**src/rtl/smbus_pec_pkg.sv**
```systemverilog
// Shared state encoding and the CRC step used by the PEC sequencer.
// Assumes 8-bit bytes shifted MSB first.
package smbus_pec_pkg;

    typedef enum logic [3:0] {
        ST_IDLE,
        ST_ADDR,
        ST_WAIT,
        ST_ASK,
        ST_REQ,
        ST_DATA,
        ST_PEC,
        ST_STOP,
        ST_HOLD
    } seq_state_t;

    // One byte of CRC-8, MSB first, with the given polynomial.
    function automatic logic [7:0] crc8_step(input logic [7:0] crc_in,
                                             input logic [7:0] din,
                                             input logic [7:0] poly);
        logic [7:0] c;
        logic       fb;
        c = crc_in;
        for (int i = 7; i >= 0; i--) begin
            fb = c[7] ^ din[i];
            c  = {c[6:0], 1'b0};
            if (fb) c = c ^ poly;
        end
        return c;
    endfunction

endpackage

```
**src/rtl/pec_crc_acc.sv**
```systemverilog
// CRC-8 accumulator for the packet error code.
// Clear wins over update; one byte is folded in per enabled cycle.
module pec_crc_acc #(
    parameter logic [7:0] POLY = 8'h07,
    parameter logic [7:0] INIT = 8'h00
) (
    input  logic       clk,
    input  logic       rst_n,
    input  logic       clr,
    input  logic       en,
    input  logic [7:0] din,
    output logic [7:0] crc
);
    import smbus_pec_pkg::*;

    // Holds the running CRC of the current frame.
    always_ff @(posedge clk) begin
        if (!rst_n)   crc <= INIT;
        else if (clr) crc <= INIT;
        else if (en)  crc <= crc8_step(crc, din, POLY);
    end
endmodule

```
**src/rtl/xfer_count.sv**
```systemverilog
// Remaining-byte counter: loaded at start, decremented per data or PEC byte.
// Assumes dec is never raised when the count is already zero.
module xfer_count #(
    parameter int CNT_W = 8
) (
    input  logic             clk,
    input  logic             rst_n,
    input  logic             load,
    input  logic [CNT_W-1:0] load_val,
    input  logic             dec,
    output logic             is_zero,
    output logic             is_one
);
    logic [CNT_W-1:0] rem;

    // Tracks how many counted bytes are still to be sent.
    always_ff @(posedge clk) begin
        if (!rst_n)     rem <= '0;
        else if (load)  rem <= load_val;
        else if (dec)   rem <= rem - 1'b1;
    end

    // Decodes the two counts the sequencer branches on.
    always_comb begin
        is_zero = (rem == '0);
        is_one  = (rem == CNT_W'(1));
    end
endmodule

```
**src/rtl/seq_ctrl.sv**
```systemverilog
// Transfer state machine: address, host requests, PEC insertion and ending.
// Assumes the engine answers each launched byte with one bus_byte_done pulse.
module seq_ctrl (
    input  logic                      clk,
    input  logic                      rst_n,
    input  logic                      start_req,
    input  logic                      pec_en,
    input  logic                      auto_end,
    input  logic                      is_zero,
    input  logic                      is_one,
    input  logic                      wr_strobe,
    input  logic                      byte_done,
    input  logic                      ack,
    output smbus_pec_pkg::seq_state_t st,
    output logic                      accept,
    output logic                      done_flag,
    output logic                      nack_flag
);
    import smbus_pec_pkg::*;

    seq_state_t nxt;
    logic       pec_q;
    logic       ae_q;
    logic       fin;

    // A start counts only while idle or holding.
    always_comb begin
        accept = start_req && (st == ST_IDLE || st == ST_HOLD);
    end

    // Chooses the next step of the transfer.
    always_comb begin
        nxt = st;
        fin = 1'b0;
        unique case (st)
            ST_IDLE, ST_HOLD: if (accept) nxt = ST_ADDR;
            ST_ADDR, ST_DATA, ST_PEC: nxt = ST_WAIT;
            ST_WAIT: if (byte_done) begin
                if (!ack)                 nxt = ST_STOP;
                else if (is_zero) begin
                    fin = 1'b1;
                    nxt = ae_q ? ST_STOP : ST_HOLD;
                end
                else if (pec_q && is_one) nxt = ST_PEC;
                else                      nxt = ST_ASK;
            end
            ST_ASK:  nxt = ST_REQ;
            ST_REQ:  if (wr_strobe) nxt = ST_DATA;
            ST_STOP: nxt = ST_IDLE;
            default: nxt = ST_IDLE;
        endcase
    end

    // State register.
    always_ff @(posedge clk) begin
        if (!rst_n) st <= ST_IDLE;
        else        st <= nxt;
    end

    // Captures the mode flags at the accepted start.
    always_ff @(posedge clk) begin
        if (!rst_n) begin
            pec_q <= 1'b0;
            ae_q  <= 1'b0;
        end else if (accept) begin
            pec_q <= pec_en;
            ae_q  <= auto_end;
        end
    end

    // Sticky result flags, cleared by the next accepted start.
    always_ff @(posedge clk) begin
        if (!rst_n) begin
            done_flag <= 1'b0;
            nack_flag <= 1'b0;
        end else if (accept) begin
            done_flag <= 1'b0;
            nack_flag <= 1'b0;
        end else begin
            if (fin)                                      done_flag <= 1'b1;
            if (st == ST_WAIT && byte_done && !ack)       nack_flag <= 1'b1;
        end
    end
endmodule

```
**src/rtl/smbus_pec_tx_seq.sv**
```systemverilog
// Top of the SMBus master write sequencer with hardware PEC insertion.
// Assumes a byte-level engine that turns bus_start/bus_byte/bus_stop into
// bus conditions and reports each byte with bus_byte_done and bus_ack.
module smbus_pec_tx_seq #(
    parameter int         CNT_W = 8,
    parameter logic [7:0] POLY  = 8'h07
) (
    input  logic             clk,
    input  logic             rst_n,
    input  logic             start_req,
    input  logic [7:0]       addr_byte,
    input  logic [CNT_W-1:0] byte_count,
    input  logic             pec_en,
    input  logic             auto_end,
    output logic             tx_req,
    input  logic             wr_strobe,
    input  logic [7:0]       wr_data,
    output logic             bus_start,
    output logic             bus_byte_valid,
    output logic [7:0]       bus_byte,
    input  logic             bus_byte_done,
    input  logic             bus_ack,
    output logic             bus_stop,
    output logic             busy,
    output logic             bus_hold,
    output logic             xfer_done,
    output logic             nack_flag
);
    import smbus_pec_pkg::*;

    seq_state_t st;
    logic       accept;
    logic       is_zero;
    logic       is_one;
    logic [7:0] addr_q;
    logic [7:0] data_q;
    logic [7:0] crc;
    logic       crc_en;
    logic [7:0] crc_din;

    seq_ctrl u_ctrl (
        .clk       (clk),
        .rst_n     (rst_n),
        .start_req (start_req),
        .pec_en    (pec_en),
        .auto_end  (auto_end),
        .is_zero   (is_zero),
        .is_one    (is_one),
        .wr_strobe (wr_strobe),
        .byte_done (bus_byte_done),
        .ack       (bus_ack),
        .st        (st),
        .accept    (accept),
        .done_flag (xfer_done),
        .nack_flag (nack_flag)
    );

    xfer_count #(.CNT_W(CNT_W)) u_cnt (
        .clk      (clk),
        .rst_n    (rst_n),
        .load     (accept),
        .load_val (byte_count),
        .dec      (st == ST_DATA || st == ST_PEC),
        .is_zero  (is_zero),
        .is_one   (is_one)
    );

    pec_crc_acc #(.POLY(POLY), .INIT(8'h00)) u_crc (
        .clk   (clk),
        .rst_n (rst_n),
        .clr   (accept),
        .en    (crc_en),
        .din   (crc_din),
        .crc   (crc)
    );

    // Latches the address at start and each host byte on its strobe.
    always_ff @(posedge clk) begin
        if (!rst_n) begin
            addr_q <= '0;
            data_q <= '0;
        end else begin
            if (accept)                   addr_q <= addr_byte;
            if (st == ST_REQ && wr_strobe) data_q <= wr_data;
        end
    end

    // Feeds the CRC with address and host bytes, never the PEC itself.
    always_comb begin
        crc_en  = (st == ST_ADDR) || (st == ST_DATA);
        crc_din = (st == ST_ADDR) ? addr_q : data_q;
    end

    // Drives the engine and host strobes from the current state.
    always_comb begin
        bus_start      = (st == ST_ADDR);
        bus_byte_valid = (st == ST_ADDR) || (st == ST_DATA) || (st == ST_PEC);
        bus_stop       = (st == ST_STOP);
        tx_req         = (st == ST_ASK);
        busy           = (st != ST_IDLE) && (st != ST_HOLD);
        bus_hold       = (st == ST_HOLD);
        unique case (st)
            ST_ADDR: bus_byte = addr_q;
            ST_PEC:  bus_byte = crc;
            default: bus_byte = data_q;
        endcase
    end
endmodule

```
**config.mk**
```make
export PLATFORM = sky130hd
export DESIGN_NAME = smbus_pec_tx_seq
export DESIGN_NICKNAME = d
export VERILOG_FILES = /design/src/rtl/smbus_pec_pkg.sv /design/src/rtl/pec_crc_acc.sv /design/src/rtl/xfer_count.sv /design/src/rtl/seq_ctrl.sv /design/src/rtl/smbus_pec_tx_seq.sv
export SDC_FILE = /design/constraint.sdc
export NUM_CORES = 1
export LEC_CHECK = 0
export CAP_MARGIN = 20
export CORE_ASPECT_RATIO = 1.1
export CORE_MARGIN = 8
export CORE_UTILIZATION = 55
export DETAILED_ROUTE_END_ITERATION = 8
export PLACE_DENSITY = 0.92
export SYNTH_ARGS = -nofsm -noshare
export SYNTH_HDL_FRONTEND = slang
export SYNTH_SLANG_ARGS = --single-unit
```
**constraint.sdc**
```tcl
create_clock -name clk -period 3.9 [get_ports clk]
set_clock_uncertainty 0.2 [all_clocks]
set_input_delay 0.78 -clock clk [delete_from_list [all_inputs] [get_ports clk]]
set_output_delay 0.78 -clock clk [all_outputs]
set_load 0.02 [all_outputs]
```
### Yosys cells after proc, flatten, opt, wreduce, memory -nomap -nowiden

Index checks and enable logic that the tools add are counted.

| cells by class | value |
|---|---|
| $add $sub $neg | 1 |
| multiply operators | 0 |
| divide/modulo/power cells | 0 |
| order comparisons | 0 |
| equality and inequality tests | 13 |
| shifts and indexed selects | 0 |
| multiplexer cells | 45 |
| bitwise gates (word level) | 17 |
| reductions and logical operators | 19 |

Operator list:

| kind | number |
|---|---|
| two-way mux 8 bit | 24 |
| two-way mux 3 bit | 9 |
| two-way mux 4 bit | 6 |
| NOT 3 bit | 8 |
| case mux 4 bit (5 select lines) | 1 |
| == test 4 x 3 -> 1 bit, second input constant | 4 |
| case mux 8 bit (2 select lines) | 1 |
| == test 4 x 2 -> 1 bit, second input constant | 2 |
| == test 8 x 1 -> 1 bit, second input constant | 1 |
| logical NOT 8 bit | 1 |
| subtractor 8 x 1 -> 8 bit, second input constant | 1 |
| bitwise XOR 1 bit | 8 |
| logical AND 1 bit | 6 |
| != test 2 bit, second input constant | 3 |
| == test 4 x 1 -> 1 bit, second input constant | 1 |
| == test 4 bit, second input constant | 1 |
| logical NOT 4 bit | 1 |
| logical OR 1 bit | 4 |
| two-way mux 1 bit | 4 |
| != test 4 bit, second input constant | 1 |
| nonzero test 4 bit | 1 |
| OR reduction 2 bit | 2 |
| AND reduction 3 bit | 1 |
| OR reduction 3 bit | 1 |
| other kinds (3) | 3 |

| word-level totals | value |
|---|---|
| register bits | 40 |
| latch bits | 0 |
| bits in writable memories | 0 |
| memory bits (read-only) | 0 |
| input bits | 32 |
| output and inout port bits | 16 |
| word-level logic and storage cells | 104 |
| memories | 0 |

### Logic depth before layout (Yosys ltp)

| depth | value |
|---|---|
| word-level depth | 39 |
| depth in mapped cells | 8 |
| mapped depth without buffers | 8 |

### Cells and area by module

A second synthesis with hierarchy kept.

| second synthesis, totals | value |
|---|---|
| cells, all modules | 284 |
| area, all modules | 2553.7 um^2 |

By module, submodules not included:

| module | times used | cells each | area each (um^2) | sequential area each (um^2) |
|---|---|---|---|---|
| smbus_pec_tx_seq | 1 | 103 | 958.4 | 320.3 |
| pec_crc_acc | 1 | 60 | 600.6 | 160.2 |
| xfer_count | 1 | 60 | 519.2 | 160.2 |
| seq_ctrl | 1 | 61 | 475.5 | 160.2 |

### Least setup slack after synthesis

Ideal clock, no wire load.

| path | value |
|---|---|
| path kind | register to output |
| start point | register u_ctrl.st[1] |
| end point | output port bus_byte[0] |
| arrival | 1.707 ns |
| data required time | 2.920 ns |
| slack | 1.213 ns |
| stages on the path, launching flop included | 8 |
| buffers on the path | 3 |
| cells stage by stage | dfxtp_1 -> buf_6 -> nor4b_4 -> buf_6 -> clkbuf_1 -> nor2_1 -> nand2_1 -> nand2_1 |

| between the ends | value |
|---|---|
| word-level cells in the longest chain between the ends | 2 |
| elaborated cells on any way between the ends | 3 |
| those cells by class | eq/ne: 2; mux: 1 |

Ends and longest elaborated chain:

| element | RTL line | source |
|---|---|---|
| from (decl) | seq_ctrl.sv:14 | `output smbus_pec_pkg::seq_state_t st,` |
| from (signal assigned) | seq_ctrl.sv:57 | `else st <= nxt;` |
| == test 4 x 1 -> 1 bit | - |  |
| via bus_start | smbus_pec_tx_seq.sv:18 | `output logic bus_start,` |
| case mux 8 bit (2 select lines) | smbus_pec_tx_seq.sv:102 | `unique case (st)` |
| to (decl) | smbus_pec_tx_seq.sv:20 | `output logic [7:0] bus_byte,` |

The timed path passes the listed nets, and every way through them passes these cells.

### Worst setup path after layout

| path | value |
|---|---|
| start point | register u_ctrl.st[1] |
| end point | output port bus_byte[3] |

| between the ends | value |
|---|---|
| word-level cells in the longest chain between the ends | 2 |
| elaborated cells on any way between the ends | 3 |
| those cells by class | eq/ne: 2; mux: 1 |

Ends and longest elaborated chain:

| element | RTL line |
|---|---|
| == test 4 x 3 -> 1 bit or == test 4 x 1 -> 1 bit (tied branches) | smbus_pec_tx_seq.sv:102 |
| case mux 8 bit (2 select lines) (*) | smbus_pec_tx_seq.sv:102 |

Mark *: on every way between the ends. The rest lies on a longest branch, timed or not.

==> flow_summary.json <==
{
  "switching_share_pct": 31.6,
  "cp.buffers_inverters": 1,
  "die_w_um": 78.6,
  "max_freq_mhz": 276,
  "cts_resized": 0,
  "finalSetupTns_ps": 0,
  "gp_congestion": 0.937,
  "timing.hold.ws_ps": 261,
  "die_area_mm2": 0.00666,
  "synth_area_per_cell_um2": 8.25,
  "grt_usage_pct": 18.4,
  "p_leak_nw": 1.22,
  "syn-num-nets": 322,
  "cp.required_ps": 2920,
  "syn2layout_area_growth_pct": 25.8,
  "setup_ws_ps": 282,
  "cp.arrival_ps": 2640,
  "hold_viol_final": 0,
  "ant_nets": 0,
  "fp.dieH_um": 84.8,
  "r2r_cells": 7,
  "pwr-share-clk_pct": 29.7,
  "p_total_mw": 1.25,
  "grt_pass1_vias": 2122,
  "r2r-end": "u_crc.crc[7]",
  "critPathMaxStageDelay_ps": 680,
  "use_met3_pct": 6.30,
  "rsz0062_at_grt": "false",
  "p_per_area_mw_per_mm2": 419,
  "clkSlewWorstSetupHoldPaths_ps": 70,
  "power.internal_uw": 854,
  "cp_max_fo": 17,
  "grt_max_degree": 32,
  "async_flop_share_pct": 0,
  "initial_core_util_pct": 56.1,
  "placed_cells": 375,
  "cp_top_family": "simple AND/OR/NAND/NOR gates",
  "diodes": 0,
  "worst_slew_pin_slew_ps": 972,
  "net-switching-power_uw": 395,
  "antenna_found_initial": 0,
  "cts_hold_buf": 0,
  "relSlewSlack_pct": 35.1,
  "p_seq_share_pct": 39.7,
  "cp_slowest_cell": "dfxtp_1",
  "synth_edf_count": 0,
  "ys_types": 42,
  "crit_path_cell_trace": "nand2_1 -> nor3_2 -> nor2_1 -> nand2_1 -> nand2_1 -> clkdlybuf4s50_1",
  "drc": 0,
  "top_usage_layer": "met2",
  "reg2reg_slack_ps": 890,
  "post_cts_buffers": 0,
  "wl_mm": 5.91,
  "combPwrFrac_pct": 30.7,
  "finalCritPeriodShare_pct": 92.8,
  "vias": 2159,
  "synth-main-ff-cell": "dfxtp_1",
  "fillers": 332,
  "path_common_cell": "nand2_1",
  "irDropWorstVdd_mv": 0.215,
  "cts_buffer_depth": 2,
  "clk_latency_ps": 300,
  "dr.pass1.iters": 4,
  "yosysWarnings": 0,
  "rows": 25,
  "crit_type": "flop to output pin",
  "grt_overflow_total": 0,
  "endpoint_kind": "output pin",
  "hp-class": "flop to flop",
  "io_buffers": 47,
  "drv_slew": 0,
  "yosys_register_bits": 40,
  "dp_slack_ps": 658,
  "grt_pass1_wl_mm": 9.85,
  "syn_area_mm2": 0.00237,
  "nNetsFinal": 363,
  "start_kind": "flop",
  "yosysSeqAreaShare_pct": 33.8,
  "drive_above_1_share_pct": 6.69,
  "root_buffer": "clkbuf_8",
  "final_core_util_pct": 70.5,
  "numCtsBuffers": 5,
  "final_area_mm2": 0.00298,
  "grt_util_met2_pct": 30.8,
  "syn_inst": 287,
  "min_period_ps": 3620,
  "hpwl_mm": 4.54,
  "cts.sinks": 40,
  "post_drt_via_cell_ratio": 5.64,
  "reg2reg_from": "u_ctrl.st[0]",
  "fin_cells": 383,
  "setup_viol": 0,
  "core_area_mm2": 0.00422,
  "grt_util_met1_pct": 20.1,
  "place_area_mm2": 0.00285,
  "maxCapViolations": 0,
  "cts_tree": "yes",
  "cts_max_level": 2,
  "endpoint": "bus_byte[3]",
  "status": "finished, final reports clean",
  "routedWlPerCell_um": 15.4,
  "path_depth": 6,
  "startpoint": "u_ctrl.st[1]",
  "io_pins": 48,
  "initialDrtViolationCount": 149
}
## Yosys cell counts (all sizes together) (2+ instances only)
cell / n / area (µm²)
nand3b: 2 / 15.0
dfxtp: 40 / 801
buf: 4 / 31.3
a21oi: 18 / 90.1
nor2: 33 / 124
or2: 2 / 12.5
nor4b: 2 / 32.5
nand3: 10 / 50.1
nand2b: 4 / 25.0
a31oi: 3 / 18.8
xor2: 8 / 70.1
mux2i: 19 / 190
a21o: 2 / 15.0
ha: 3 / 37.5
o21ai: 5 / 25.0
xnor2: 18 / 195
nor4: 5 / 31.3
and2: 2 / 12.5
clkbuf: 12 / 45.0
nor3b: 2 / 15.0
nand4b: 2 / 17.5
a211oi: 7 / 52.6
a22oi: 8 / 60.1
nor3: 4 / 25.0
xnor3: 2 / 45.0
nand2: 51 / 191
o22ai: 4 / 25.0
inv: 6 / 22.5
## worst register-to-register path: cells and delay by family (launching register included)
kind,cells,cell delay (ps)
XOR/XNOR,2,640
AND/OR/NAND/NOR,2,620
flip-flops,1,560
multiplexers,1,450
buffers and inverters,1,300
AO/OA/AOI/OAI,1,190
## layout by cell type (no fill, tap or decap), types with 2 or more instances in the layout
master / instances
nand3b_1: 2
nand3_1: 10
and2_1: 2
xnor2_1: 13
clkbuf_8: 7
xnor3_1: 2
nand2b_1: 4
clkdlybuf4s50_1: 47
nor2_1: 33
a22oi_1: 8
o21ai_0: 5
nand4b_1: 2
dfxtp_1: 40
a21o_1: 2
a31oi_1: 3
nor3b_1: 2
or2_2: 2
xnor2_2: 5
inv_1: 6
mux2i_1: 19
ha_1: 3
xor2_1: 8
o22ai_1: 4
a211oi_1: 7
nor4_1: 5
nor3_1: 3
nand2_1: 51
buf_4: 3
a21oi_1: 18
## worst min-delay path by stage
stage | cells past startpoint | end | startpoint
final | 2 | u_ctrl.pec_q | u_ctrl.pec_q
after global routing | 2 | u_ctrl.pec_q | u_ctrl.pec_q
after CTS | 2 | u_ctrl.pec_q | u_ctrl.pec_q
after detailed placement | 2 | u_ctrl.pec_q | u_ctrl.pec_q
after global placement | 2 | u_ctrl.pec_q | u_ctrl.pec_q
after floorplan | 2 | u_ctrl.pec_q | u_ctrl.pec_q
## kinds of logic (layout without fill, tap and decap cells)
| family | after synthesis | in the layout | share of synthesized area [%] |
|---|---|---|---|
| AOI/OAI and AO/OA | 51 | 51 | 13.5 |
| xor gates and xnor gates | 29 | 29 | 14.1 |
| adders and majority gates | 3 | 3 | 1.59 |
| buffers and inverters | 22 | 64 | 4.17 |
| DFF | 40 | 40 | 33.8 |
| muxes | 20 | 20 | 8.51 |
| and+or+nand+nor | 122 | 122 | 24.3 |
## power by group through the flow
stage / logic, mW / clock network (mW) / registers [mW]
global placement: 0.369 / 0 / 0.501
finish: 0.383 / 0.370 / 0.495
detailed placement: 0.381 / 0 / 0.504
CTS: 0.383 / 0.377 / 0.495
global route: 0.420 / 0.400 / 0.501
floorplan: 0.289 / 0 / 0.481
## sequential cells by signal (all words and copies together) (netlist names)
register,flops
u_crc.crc,8
u_ctrl.st,4
u_ctrl.ae_q,1
u_ctrl.done_flag,1
data_q,8
u_ctrl.nack_flag,1
u_cnt.rem,8
addr_q,8
u_ctrl.pec_q,1
## routing by layer
metal  routed length, µm  vias to the layer above
met5                   0                        -
li1                    -                     1066
met3                 417                       15
met2                2960                       89
met4                 163                        0
met1                2370                      989
## area by class of cell
class                   count  area (µm²)  share of cell area, %
clock buffers               7        96.3                   3.24
flip-flops and latches     40         801                   26.9
multi-input cells         225        1470                   49.3
clock inverters             1        30.0                   1.01
well taps                  54        67.6                   2.27
inverters                   6        22.5                  0.756
repair buffers             50         493                   16.6
No activity file was read; power rests on OpenSTA's default activity.
